File: config.mk
export PLATFORM = sky130hd
export DESIGN_NAME = dual_match_timer
export DESIGN_NICKNAME = d
export VERILOG_FILES = /design/src/rtl/dmt_pkg.sv /design/src/rtl/dmt_prescaler.sv /design/src/rtl/dmt_channel.sv /design/src/rtl/dual_match_timer.sv
export SDC_FILE = /design/constraint.sdc
export NUM_CORES = 1
export LEC_CHECK = 0
export BUFFER_PORTS_ARGS = -buffer_cell sky130_fd_sc_hd__buf_2
export CORE_MARGIN = 1
export CORE_UTILIZATION = 55
export CTS_CLUSTER_DIAMETER = 40
export CTS_CLUSTER_SIZE = 16
export DETAILED_ROUTE_END_ITERATION = 7
export PLACE_DENSITY = 0.78
export SYNTH_ARGS = -nofsm -noshare
export SYNTH_HDL_FRONTEND = slang
export SYNTH_SLANG_ARGS = --single-unit
File: constraint.sdc
create_clock -name clk_i -period 2.5 [get_ports clk_i]
set_input_delay 0.375 -clock clk_i [delete_from_list [all_inputs] [get_ports clk_i]]
set_output_delay 0.375 -clock clk_i [all_outputs]
set_load 0.01 [all_outputs]
File: src/rtl/dmt_pkg.sv
package dmt_pkg;
  localparam int unsigned DMT_CKS_W         = 2;
  localparam int unsigned DMT_IE_BIT        = 6;
  localparam int unsigned DMT_REGS_PER_CH   = 3;
  localparam int unsigned DMT_OFS_CTL       = 0;
  localparam int unsigned DMT_OFS_CNT       = 1;
  localparam int unsigned DMT_OFS_CMP       = 2;
  localparam int unsigned DMT_DIV_BASE_LOG2 = 3;
  localparam int unsigned DMT_DIV_STEP_LOG2 = 2;

  typedef struct packed {
    logic                 ie;
    logic [DMT_CKS_W-1:0] cks;
  } dmt_ctl_t;
endpackage

File: src/rtl/dmt_prescaler.sv
module dmt_prescaler
  import dmt_pkg::*;
#(
  parameter int unsigned BASE_LOG2 = DMT_DIV_BASE_LOG2,
  parameter int unsigned STEP_LOG2 = DMT_DIV_STEP_LOG2
) (
  input  logic                 clk_i,
  input  logic                 rst_ni,
  input  logic                 run_i,
  input  logic [DMT_CKS_W-1:0] cks_i,
  output logic                 tick_o
);
  localparam int unsigned NUM_SEL = 1 << DMT_CKS_W;
  localparam int unsigned PW      = BASE_LOG2 + STEP_LOG2 * (NUM_SEL - 1);

  logic [PW-1:0] cnt_q;
  logic [PW-1:0] limit;

  always_comb begin
    limit = '0;
    for (int k = 0; k < NUM_SEL; k++) begin
      if (cks_i == DMT_CKS_W'(k)) limit = PW'((32'd1 << (BASE_LOG2 + STEP_LOG2 * k)) - 32'd1);
    end
  end

  // >= keeps a shortened ratio from running the full width
  assign tick_o = run_i && (cnt_q >= limit);

  always_ff @(posedge clk_i or negedge rst_ni) begin
    if (!rst_ni)      cnt_q <= '0;
    else if (!run_i)  cnt_q <= '0;
    else if (tick_o)  cnt_q <= '0;
    else              cnt_q <= cnt_q + PW'(1);
  end
endmodule

File: src/rtl/dmt_channel.sv
module dmt_channel
  import dmt_pkg::*;
#(
  parameter int unsigned DATA_W    = 16,
  parameter int unsigned BASE_LOG2 = DMT_DIV_BASE_LOG2,
  parameter int unsigned STEP_LOG2 = DMT_DIV_STEP_LOG2
) (
  input  logic              clk_i,
  input  logic              rst_ni,
  input  logic              run_i,
  input  logic              wr_ctl_i,
  input  logic              wr_cnt_i,
  input  logic              wr_cmp_i,
  input  logic [DATA_W-1:0] wdata_i,
  output dmt_ctl_t          ctl_o,
  output logic [DATA_W-1:0] cnt_o,
  output logic [DATA_W-1:0] cmp_o,
  output logic              irq_o
);
  dmt_ctl_t          ctl_q;
  logic [DATA_W-1:0] cnt_q;
  logic [DATA_W-1:0] cmp_q;
  logic              irq_q;
  logic              tick;
  logic              match;

  dmt_prescaler #(
    .BASE_LOG2(BASE_LOG2),
    .STEP_LOG2(STEP_LOG2)
  ) u_presc (
    .clk_i (clk_i),
    .rst_ni(rst_ni),
    .run_i (run_i),
    .cks_i (ctl_q.cks),
    .tick_o(tick)
  );

  assign match = tick && (cnt_q == cmp_q);

  always_ff @(posedge clk_i or negedge rst_ni) begin
    if (!rst_ni) begin
      ctl_q <= '0;
      cnt_q <= '0;
      cmp_q <= '1;
      irq_q <= 1'b0;
    end else begin
      // software counter write overrides the match event
      irq_q <= match && ctl_q.ie && !wr_cnt_i;
      if (wr_ctl_i) begin
        ctl_q.ie  <= wdata_i[DMT_IE_BIT];
        ctl_q.cks <= wdata_i[DMT_CKS_W-1:0];
      end
      if (wr_cmp_i)   cmp_q <= wdata_i;
      if (wr_cnt_i)   cnt_q <= wdata_i;
      else if (match) cnt_q <= '0;
      else if (tick)  cnt_q <= cnt_q + DATA_W'(1);
    end
  end

  assign ctl_o = ctl_q;
  assign cnt_o = cnt_q;
  assign cmp_o = cmp_q;
  assign irq_o = irq_q;
endmodule

File: src/rtl/dual_match_timer.sv
module dual_match_timer
  import dmt_pkg::*;
#(
  parameter int unsigned NUM_CH    = 2,
  parameter int unsigned DATA_W    = 16,
  parameter int unsigned BASE_LOG2 = DMT_DIV_BASE_LOG2,
  parameter int unsigned STEP_LOG2 = DMT_DIV_STEP_LOG2,
  parameter int unsigned ADDR_W    = $clog2(DMT_REGS_PER_CH * NUM_CH + 1)
) (
  input  logic              clk_i,
  input  logic              rst_ni,
  input  logic              wr_en_i,
  input  logic [ADDR_W-1:0] addr_i,
  input  logic [DATA_W-1:0] wdata_i,
  output logic [DATA_W-1:0] rdata_o,
  output logic [NUM_CH-1:0] irq_o
);
  logic [NUM_CH-1:0]             start_q;
  dmt_ctl_t                      ctl_w [NUM_CH];
  logic [NUM_CH-1:0]             ie_w;
  logic [NUM_CH-1:0][DATA_W-1:0] cnt_w;
  logic [NUM_CH-1:0][DATA_W-1:0] cmp_w;

  always_ff @(posedge clk_i or negedge rst_ni) begin
    if (!rst_ni)                         start_q <= '0;
    else if (wr_en_i && addr_i == '0)    start_q <= wdata_i[NUM_CH-1:0];
  end

  for (genvar c = 0; c < NUM_CH; c++) begin : g_ch
    localparam int unsigned BASE = 1 + DMT_REGS_PER_CH * c;
    logic wr_ctl, wr_cnt, wr_cmp;
    assign wr_ctl = wr_en_i && (addr_i == ADDR_W'(BASE + DMT_OFS_CTL));
    assign wr_cnt = wr_en_i && (addr_i == ADDR_W'(BASE + DMT_OFS_CNT));
    assign wr_cmp = wr_en_i && (addr_i == ADDR_W'(BASE + DMT_OFS_CMP));

    dmt_channel #(
      .DATA_W   (DATA_W),
      .BASE_LOG2(BASE_LOG2),
      .STEP_LOG2(STEP_LOG2)
    ) u_chan (
      .clk_i   (clk_i),
      .rst_ni  (rst_ni),
      .run_i   (start_q[c]),
      .wr_ctl_i(wr_ctl),
      .wr_cnt_i(wr_cnt),
      .wr_cmp_i(wr_cmp),
      .wdata_i (wdata_i),
      .ctl_o   (ctl_w[c]),
      .cnt_o   (cnt_w[c]),
      .cmp_o   (cmp_w[c]),
      .irq_o   (irq_o[c])
    );
    assign ie_w[c] = ctl_w[c].ie;
  end

  always_comb begin
    rdata_o = '1;
    if (addr_i == '0) rdata_o = DATA_W'(start_q);
    for (int c = 0; c < NUM_CH; c++) begin
      if (addr_i == ADDR_W'(1 + DMT_REGS_PER_CH * c + DMT_OFS_CTL)) begin
        rdata_o                  = '0;
        rdata_o[DMT_IE_BIT]      = ctl_w[c].ie;
        rdata_o[DMT_CKS_W-1:0]   = ctl_w[c].cks;
      end
      if (addr_i == ADDR_W'(1 + DMT_REGS_PER_CH * c + DMT_OFS_CNT)) rdata_o = cnt_w[c];
      if (addr_i == ADDR_W'(1 + DMT_REGS_PER_CH * c + DMT_OFS_CMP)) rdata_o = cmp_w[c];
    end
  end
endmodule

* After elaboration in Yosys (flattened, before gate mapping)
Cells that the tools add are included.
** Word-level totals
- Register bits :: 92
- Input port bits :: 22
- Output and inout port bits :: 18
- Word-level logic and storage cells :: 80
** Operators by class
- $add $sub $neg :: 4
- Magnitude comparators :: 2
- Equality and inequality tests :: 14
- Multiplexer cells :: 25
- Reductions and logical operators :: 22
** Operators with widths (count)
- $mux 16 :: 13
- $mux 9 :: 8
- $add 16x1->16 const B :: 2
- $eq 16x16->1 :: 2
- $add 9x1->9 const B :: 2
- $ge 9x9->1 :: 2
- $logic_and 1x1->1 :: 15
- $mux 5 :: 2
- $eq 3x3->1 const B :: 3
- $eq 2x2->1 const B :: 4
- $eq 3x2->1 const B :: 2
- $mux 3 :: 2
- $reduce_bool 3->1 :: 2
- $eq 2x1->1 const B :: 2
- $logic_not 2->1 :: 2
- $eq 3x1->1 const B :: 1
- $logic_not 3->1 :: 1
- $logic_not 1->1 :: 2

* Logic depth before layout (Yosys ltp)
Gate-level depths: netlist of the first run.
- Word-level depth :: 10
- Gate-level depth with buffers :: 10
- Mapped depth without buffers :: 8

* By module
Synthesis of the first run repeated with hierarchy kept, for this count alone.
** Second synthesis, totals
- Cell total of the unflattened synthesis :: 609
- Area total of the unflattened synthesis :: 5808.1 µm²
** Modules (own cells, without submodules)
- dmt_channel :: instances 2, cells an instance 181, area an instance 1936.9 µm², sequential area each 920.9 µm²
- dmt_prescaler :: instances 2, cells an instance 57, area an instance 546.8 µm², sequential area each 225.2 µm²
- dual_match_timer :: instances 1, cells an instance 133, area an instance 840.8 µm², sequential area each 50.0 µm²

* Least setup slack after synthesis of the first run
OpenSTA, ideal clock, no wires.
- Path type :: flip-flop to flip-flop
- From :: register g_ch[0].u_chan.ctl_q (netlist bit g_ch[0].u_chan.ctl_o[1])
- To :: register g_ch[0].u_chan.cnt_q[11]
- Setup time :: 0.082 ns
- Data arrival time :: 2.073 ns
- Data required time :: 2.418 ns
- Slack :: 0.346 ns
- Stages on the path, launching flop included :: 9
- Path buffers :: 0
- Clock period less this slack :: 2.154 ns
- Cells stage by stage :: dfrtp_1 nand2_1 ha_1 nand2_1 o32a_2 o211ai_2 nand3b_2 or4_1 a31oi_1
** Between the ends
- Word-level cells in the longest chain between the ends :: 10
- Elaborated cells on any way between the ends :: 14
- Classes of those cells :: order compare: 1; eq/ne: 3; mux: 6; reduce/logical: 4
** RTL lines
- start: declaration :: line dmt_channel.sv:20 : dmt_ctl_t ctl_q;
- $logic_not 2->1 :: line dmt_prescaler.sv:22 : if (cks_i == DMT_CKS_W'(k)) limit = PW'((32'd1 << (BASE_LOG2 + STEP_LOG2 * k)) - 32'd1);
- $mux 3 :: line dmt_prescaler.sv:22
- $mux 5 :: line dmt_prescaler.sv:22
- $mux 9 :: line dmt_prescaler.sv:22
- $mux 9 (*) :: line dmt_prescaler.sv:22
- $ge 9x9->1 (*) :: line dmt_prescaler.sv:27 : assign tick_o = run_i && (cnt_q >= limit);
- $logic_and 1x1->1 (*) :: line dmt_prescaler.sv:27
- $logic_and 1x1->1 :: line dmt_channel.sv:38 : assign match = tick && (cnt_q == cmp_q);
- $mux 16 :: line dmt_channel.sv:55 : else if (match) cnt_q <= '0;
- $mux 16 :: line dmt_channel.sv:54 : if (wr_cnt_i) cnt_q <= wdata_i;
- end signal: assignment :: line dmt_channel.sv:54
- end signal: assignment :: line dmt_channel.sv:56 : else if (tick) cnt_q <= cnt_q + DATA_W'(1);
- end: declaration :: line dmt_channel.sv:21 : logic [DATA_W-1:0] cnt_q;
Mark *: on every way between the ends. The rest lies on a longest branch, timed or not.
A chain may end at the register's enable or synchronous reset.

* Worst setup path after layout of the first run
- From :: register g_ch[1].u_chan.ctl_q (netlist bit g_ch[1].u_chan.ctl_o[1])
- To :: register g_ch[1].u_chan.cnt_q[12]
** Between the ends
- Word-level cells in the longest chain between the ends :: 10
- Elaborated cells on any way between the ends :: 14
- Classes of those cells :: order compare: 1; eq/ne: 3; mux: 6; reduce/logical: 4
** RTL lines (line)
- start: declaration :: dmt_channel.sv:20
- $logic_not 2->1 :: dmt_prescaler.sv:22
- $mux 3 :: dmt_prescaler.sv:22
- $mux 5 :: dmt_prescaler.sv:22
- $mux 9 :: dmt_prescaler.sv:22
- $mux 9 (*) :: dmt_prescaler.sv:22
- $ge 9x9->1 (*) :: dmt_prescaler.sv:27
- $logic_and 1x1->1 (*) :: dmt_prescaler.sv:27
- $logic_and 1x1->1 :: dmt_channel.sv:38
- $mux 16 :: dmt_channel.sv:55
- $mux 16 :: dmt_channel.sv:54
- end signal: assignment :: dmt_channel.sv:54
- end signal: assignment :: dmt_channel.sv:56
- end: declaration :: dmt_channel.sv:21
Marks and branches as above.

==> reports/results.ini, run 1 <==
[logic_synthesis]
synth_edf_count=0
avgSynthCellArea_um2=9.40
ys_seq_area_share_pct=39.8
syn_area_um2=5890
ys_seq_elements=92
yosys_warnings=0
ys_types=69
synth_cells=627
postSynth.asyncResetShare_pct=100
synthFlopType=dfrtp_1

[layout]
nNetsFinal=702
areaGrowthSynthToFinish_pct=9.07
fill_cells=851
mostFrequentLayoutCells=nor2_1, dfrtp_1, o21ai_0, mux2_2
final_core_util_pct=62.0
drive_gt1_share_pct=25.6
fin_cells=805
num_antenna_cells=0
post-route-cell-area_um2=6430
mostFrequentLayoutCell=nor2_1

[routing]
avgViaCountPerCell=6.04
drt-pass1-iter-count=5
drtAntennaViolNets=0
vias=4865
routedWlPerCell_um=17.7
wl_mm=14.3
drt_iter0_markers=368
drc=0

[setup_path]
worstSetupPathType=flop to flop
path_max_fanout=21
max_stage_delay_ps=500
r2r_start=g_ch[1].u_chan.ctl_o[1]$_DFFE_PN0P_
arrival_ps=2680
cp_slowest_cell=or4_1
crit_start=g_ch[1].u_chan.ctl_o[1]$_DFFE_PN0P_
cp_cell_sequence=nor2_1 -> ha_1 -> a211oi_1 -> a21oi_1 -> o31ai_2 -> a21o_1 -> buf_12 -> or4_1 -> a31oi_1
startpoint_type=flop
cp.required_ps=2800
crit_path_end_kind=flop

[cts]
cts.sinks=92
cts_tree=yes
clkTransAtPathRegs_ps=90
clockRootBuffer=clkbuf_8
numCtsBuffers=9
htreeDepth=3
clk_latency_ps=380
clock_path_buffers=2

[floorplan]
die_w_um=106
initial_core_util_pct=56.8
fp.dieArea_um2=11100
fp.coreArea_um2=10400
die_y_um=106
num_rows=37
ios=40

[timing]
timing.hold.ws_ps=297
worst_slack_ps=122
final_max_slew_viol_count=0
final-hold-violation-count=0
finalCriticalPeriod_ps=2380
fmax_mhz=420
finalSetupViolations=0
period_share_pct=95.1
fin_tns_setup_ps=0
worst_slew_pin_slew_ps=674
fin_skew_ps=15.8
slew_headroom_pct=54.9

[power]
p_int_mw=2.93
leakage_nw=2.62
powerDensity_nw_per_um2=695
clock_power_share_pct=20.9
seqPwrFrac_pct=50.3
p_comb_share_pct=28.8
switchingPower_mw=1.54
ir_drop_v=0.000313
power_mw=4.47
swShare_pct=34.4

[grt]
grtUsageMet3_pct=5.07
gr-usage-all-layers_pct=27.6
globalRouteOverflowTotal=0
grt_pass1_vias=4843
busiest_layer=met2
grt_max_degree=37
antenna_found_initial=0
grt_pass1_wl_mm=24.2
use_met1_pct=37.3
met2_usage_pct=44.5

[placed_design]
gp_congestion=0.886
place_worst_setup_slack_ps=19.8
post-place-cells=784
port_buffers=39
placed_cell_area_um2=6190
hpwl_mm=10.5

[hold_path]
min_from=wdata_i[15]
min_path_type=primary input to flop

[flow_run]
drv_cap=0

[outcome]
status=finished, final reports clean

-- metal layers --
layer / wire length, um / vias up
met5: 0 / -
met4: 325 / 0
met3: 840 / 29
met2: 6840 / 195
met1: 6250 / 2328
li1: - / 2313
-- area by class of cell --
class	count	area [um^2]	share of cell area, %
Multi-Input combinational cell	488	3310	51.4
Sequential cell	92	2340	36.5
Timing Repair Buffer	64	400	6.23
Tap cell	136	170	2.65
Clock buffer	14	163	2.53
Inverter	9	33.8	0.526
Clock inverter	2	10.0	0.156
-- worst max-delay path, delay by kind of cell, from the launching register on --
family          cells  cell delay, ps
buf+inv             1             160
fa+ha+maj           1             210
simple gates        2             710
flops               1             450
compound gates      5             750
-- sequential cells by signal (all words and copies together), names as in the netlist --
name,count
g_ch.u_chan.irq_o,2
g_ch.u_chan.ctl_o,6
g_ch.u_chan.cmp_o,32
g_ch.u_chan.u_presc.cnt_q,18
start_q,2
g_ch.u_chan.cnt_o,32
-- cell families (layout without fill, tap and decap cells) --
logic type / Yosys count / after routing / share of synthesized area (%)
and+or+nand+nor: 239 / 240 / 20.7
DFF: 92 / 92 / 39.8
xor gates and xnor gates: 46 / 46 / 6.84
adders and majority gates: 16 / 16 / 3.40
other: 1 / 2 / 0.0636
AOI/OAI and AO/OA: 137 / 137 / 14.8
buffers and inverters: 49 / 89 / 4.88
muxes: 47 / 47 / 9.56
-- path summary, 6_finish.rpt --
check / depth (start not counted) / slack, ps / to
setup / recovery: 9 / 120 / g_ch[1].u_chan.cnt_o[12]$_DFFE_PN0P_
hold / removal: 3 / 300 / g_ch[1].u_chan.cnt_o[15]$_DFFE_PN0P_
setup reg to reg: 9 / 120 / g_ch[1].u_chan.cnt_o[12]$_DFFE_PN0P_
hold reg to reg: 1 / 500 / g_ch[0].u_chan.u_presc.cnt_q[0]$_DFF_PN0_
max in group asynchronous: 3 / 1290 / g_ch[0].u_chan.cmp_o[7]$_DFFE_PN1P_
min in group asynchronous: 2 / 480 / g_ch[1].u_chan.irq_o$_DFF_PN0_
-- power groups by stage --
stage	clock [mW]	combinational, mW	sequential, mW
2_1_floorplan	0	1.01	2.12
3_3_place_gp	0	1.22	2.24
4_1_cts	0.949	1.27	2.24
6_report	0.933	1.29	2.25
5_1_grt	1.02	1.42	2.30
3_5_place_dp	0	1.27	2.26
-- cells in the mapped netlist, types with 3 or more instances --
cell type / count / area [um^2]
clkbuf_1: 16 / 60.1
dfrtp_1: 60 / 1500
xnor2_1: 40 / 350
nand4_1: 9 / 56.3
buf_2: 8 / 40.0
ha_1: 16 / 200
o21ai_0: 41 / 205
clkbuf_8: 3 / 41.3
buf_6: 4 / 45.0
a31oi_1: 28 / 175
nor3_1: 4 / 20.0
nor2b_1: 17 / 106
inv_1: 9 / 33.8
mux2_2: 41 / 462
a22o_1: 13 / 114
mux2i_1: 3 / 30.0
nand4b_1: 5 / 43.8
nand3b_1: 5 / 37.5
a21oi_1: 32 / 160
dfstp_2: 32 / 841
nor2_1: 86 / 323
xor2_1: 6 / 52.6
or3_1: 11 / 68.8
o211ai_1: 4 / 30.0
nand2_1: 41 / 154
and3_1: 10 / 62.6
buf_4: 5 / 37.5
nand3_1: 28 / 140
-- repair_timing --
action	4_1_cts	5_1_grt
setup endpoints to repair	1	17
endpoints found under the hold margin	28	0
pin swaps	0	0
cloned	0	1
resized for setup	1	3
buffers inserted	0	3
hold buffers	1	0
Note: power is estimated with default switching activity, not from simulation.
==> run 2: changes to the inputs <==
==> constraint.sdc (replaced) <==
create_clock -name clk_i -period 2.9 [get_ports clk_i]
set_input_delay 0.145 -clock clk_i [delete_from_list [all_inputs] [get_ports clk_i]]
set_output_delay 0.145 -clock clk_i [all_outputs]
set_load 0.01 [all_outputs]
==> run 2 against run 1 <==
First-iteration DRC count shrank 6.0%. Clock skew shrank 6.8 ps. Worst setup slack improved by 260 ps. Utilization is 1.2 points lower. Wire length down 0.16%. Combinational power fell by 17%. Sequential power fell by 13%. Non-clock buffer count fell by 10. Clock power down 16%. Largest cell class unchanged.
==> reports/results.ini, run 2 (synthesis results as in run 1) <==
[layout]
drive_gt1_share_pct=24.3
final_core_util_pct=60.8
nNetsFinal=691
areaGrowthSynthToFinish_pct=6.97
mostFrequentLayoutCell=nor2_1
fill_cells=869
mostFrequentLayoutCells=nor2_1, dfrtp_1, nand2_1, o21ai_0, mux2_2
num_antenna_cells=0
fin_cells=794

[setup_path]
r2r_slack_ps=380
worstSetupPathType=flop to flop
crit_start=g_ch[0].u_chan.ctl_o[1]$_DFFE_PN0P_
rr_endpoint=g_ch[0].u_chan.cnt_o[11]$_DFFE_PN0P_
startpoint_type=flop
reg2regPathDepth=8
r2r_start=g_ch[0].u_chan.ctl_o[1]$_DFFE_PN0P_
cp.required_ps=3190
arrival_ps=2810
crit_path_end_kind=flop
path_max_fanout=14

[power]
ir_drop_v=0.000249
clock_power_share_pct=20.7
power_mw=3.80
switchingPower_mw=1.32
p_comb_share_pct=28.1
powerDensity_nw_per_um2=603
p_int_mw=2.48
leakage_nw=2.55
swShare_pct=34.8
seqPwrFrac_pct=51.2

[floorplan]
num_rows=37
die_y_um=106
fp.coreArea_um2=10400
die_w_um=106
initial_core_util_pct=56.8
fp.dieArea_um2=11100
ios=40

[timing]
worst_slew_pin_slew_ps=773
fin_tns_setup_ps=0
period_share_pct=86.9
timing.hold.ws_ps=60.5
finalCriticalPeriod_ps=2520
final-hold-violation-count=0
final_max_slew_viol_count=0
finalSetupViolations=0
fin_skew_ps=8.99
rsz0062_at_grt=false
fmax_mhz=397
slew_headroom_pct=48.3

[flow_run]
drv_cap=0

[hold_path]
hold_end=g_ch[1].u_chan.cnt_o[15]$_DFFE_PN0P_
min_from=wdata_i[15]
min_path_type=primary input to flop
holdPathStages=3

[grt]
grt_pass1_wl_mm=23.5
gr-usage-all-layers_pct=27.0
grt_max_degree=54
globalRouteOverflowTotal=0
grt_pass1_vias=4730
antenna_found_initial=0

[routing]
wl_mm=14.2
drt_iter0_markers=346
vias=4880
drtAntennaViolNets=0
avgViaCountPerCell=6.15
route.met3.wl_um=864
wl_met2_mm=6.83
drc=0
met1Wirelength_mm=6.18
routedWlPerCell_um=17.9
top_layer=met4
drt-pass1-iter-count=5

[cts]
clock_path_buffers=2
clockRootBuffer=clkbuf_8
numCtsBuffers=9
clkTransAtPathRegs_ps=90
htreeDepth=3
clk_latency_ps=370
cts.sinks=92
cts_tree=yes

[placed_design]
post-place-cells=777
gp_congestion=0.872
hpwl_mm=10.3
port_buffers=39

[outcome]
status=finished, final reports clean

run 2: changes by cell type in the layout (fill, tap and decap cells not counted), sizes merged:
cell / before / now
clkbuf: 14 / 11
clkinv: 2 / 4
nand3b: 7 / 6
clkinvlp: 0 / 1
buf: 63 / 53
run 2: power groups by stage:
stage	clock network [mW]	registers, mW	logic (mW)
CTS	0.810	1.94	1.07
finish	0.786	1.95	1.07
global placement	0	1.94	1.02
floorplan	0	1.83	0.867
global route	0.848	1.99	1.19
detailed placement	0	1.96	1.06
run 2: worst max path at each step:
stage / depth (start not counted) / end
finish: 8 / g_ch[0].u_chan.cnt_o[11]$_DFFE_PN0P_
global route: 8 / g_ch[0].u_chan.cnt_o[11]$_DFFE_PN0P_
CTS: 8 / g_ch[0].u_chan.cnt_o[11]$_DFFE_PN0P_
detailed placement: 8 / g_ch[0].u_chan.cnt_o[11]$_DFFE_PN0P_
global placement: 8 / g_ch[0].u_chan.cnt_o[11]$_DFFE_PN0P_
floorplan: 8 / g_ch[0].u_chan.cnt_o[11]$_DFFE_PN0P_
run 2: area by class of cell:
class	instances	area [um^2]	area share, %
multi-input combinational	487	3270	52.0
sequential	92	2340	37.2
timing repair buffer	54	313	4.96
tap	136	170	2.70
clock buffer	11	141	2.24
inverter	9	33.8	0.536
clock inverter	5	27.5	0.437
run 2: timing repair:
| action | 4_1_cts | 5_1_grt |
|---|---|---|
| endpoints found under the hold margin | 41 | 0 |
| resized for setup | 0 | 0 |
| hold buffers | 1 | 0 |
| setup buffers | 0 | 0 |
run 2: routing by layer:
layer / track usage [%] / up-vias
met4: 11.9 / 0
met5: 0 / -
met3: 4.14 / 32
li1: - / 2291
met1: 37.4 / 2378
met2: 42.2 / 179
run 2: critical path, cell delays in order, from the launching register on:
cell and delay (ps):
dfrtp_1 470, nand2_1 120, ha_1 340, nand2_1 70, o32a_2 370, o211ai_2 120, nand3b_2 260, or4_1 520
a31oi_1 160
run 2: through the flow:
step	worst slack [ps]	area (um^2)
finish	380	6300
CTS	378	6300
floorplan	746	5900
global route	192	6300
detailed placement	383	6120
global placement	515	6120
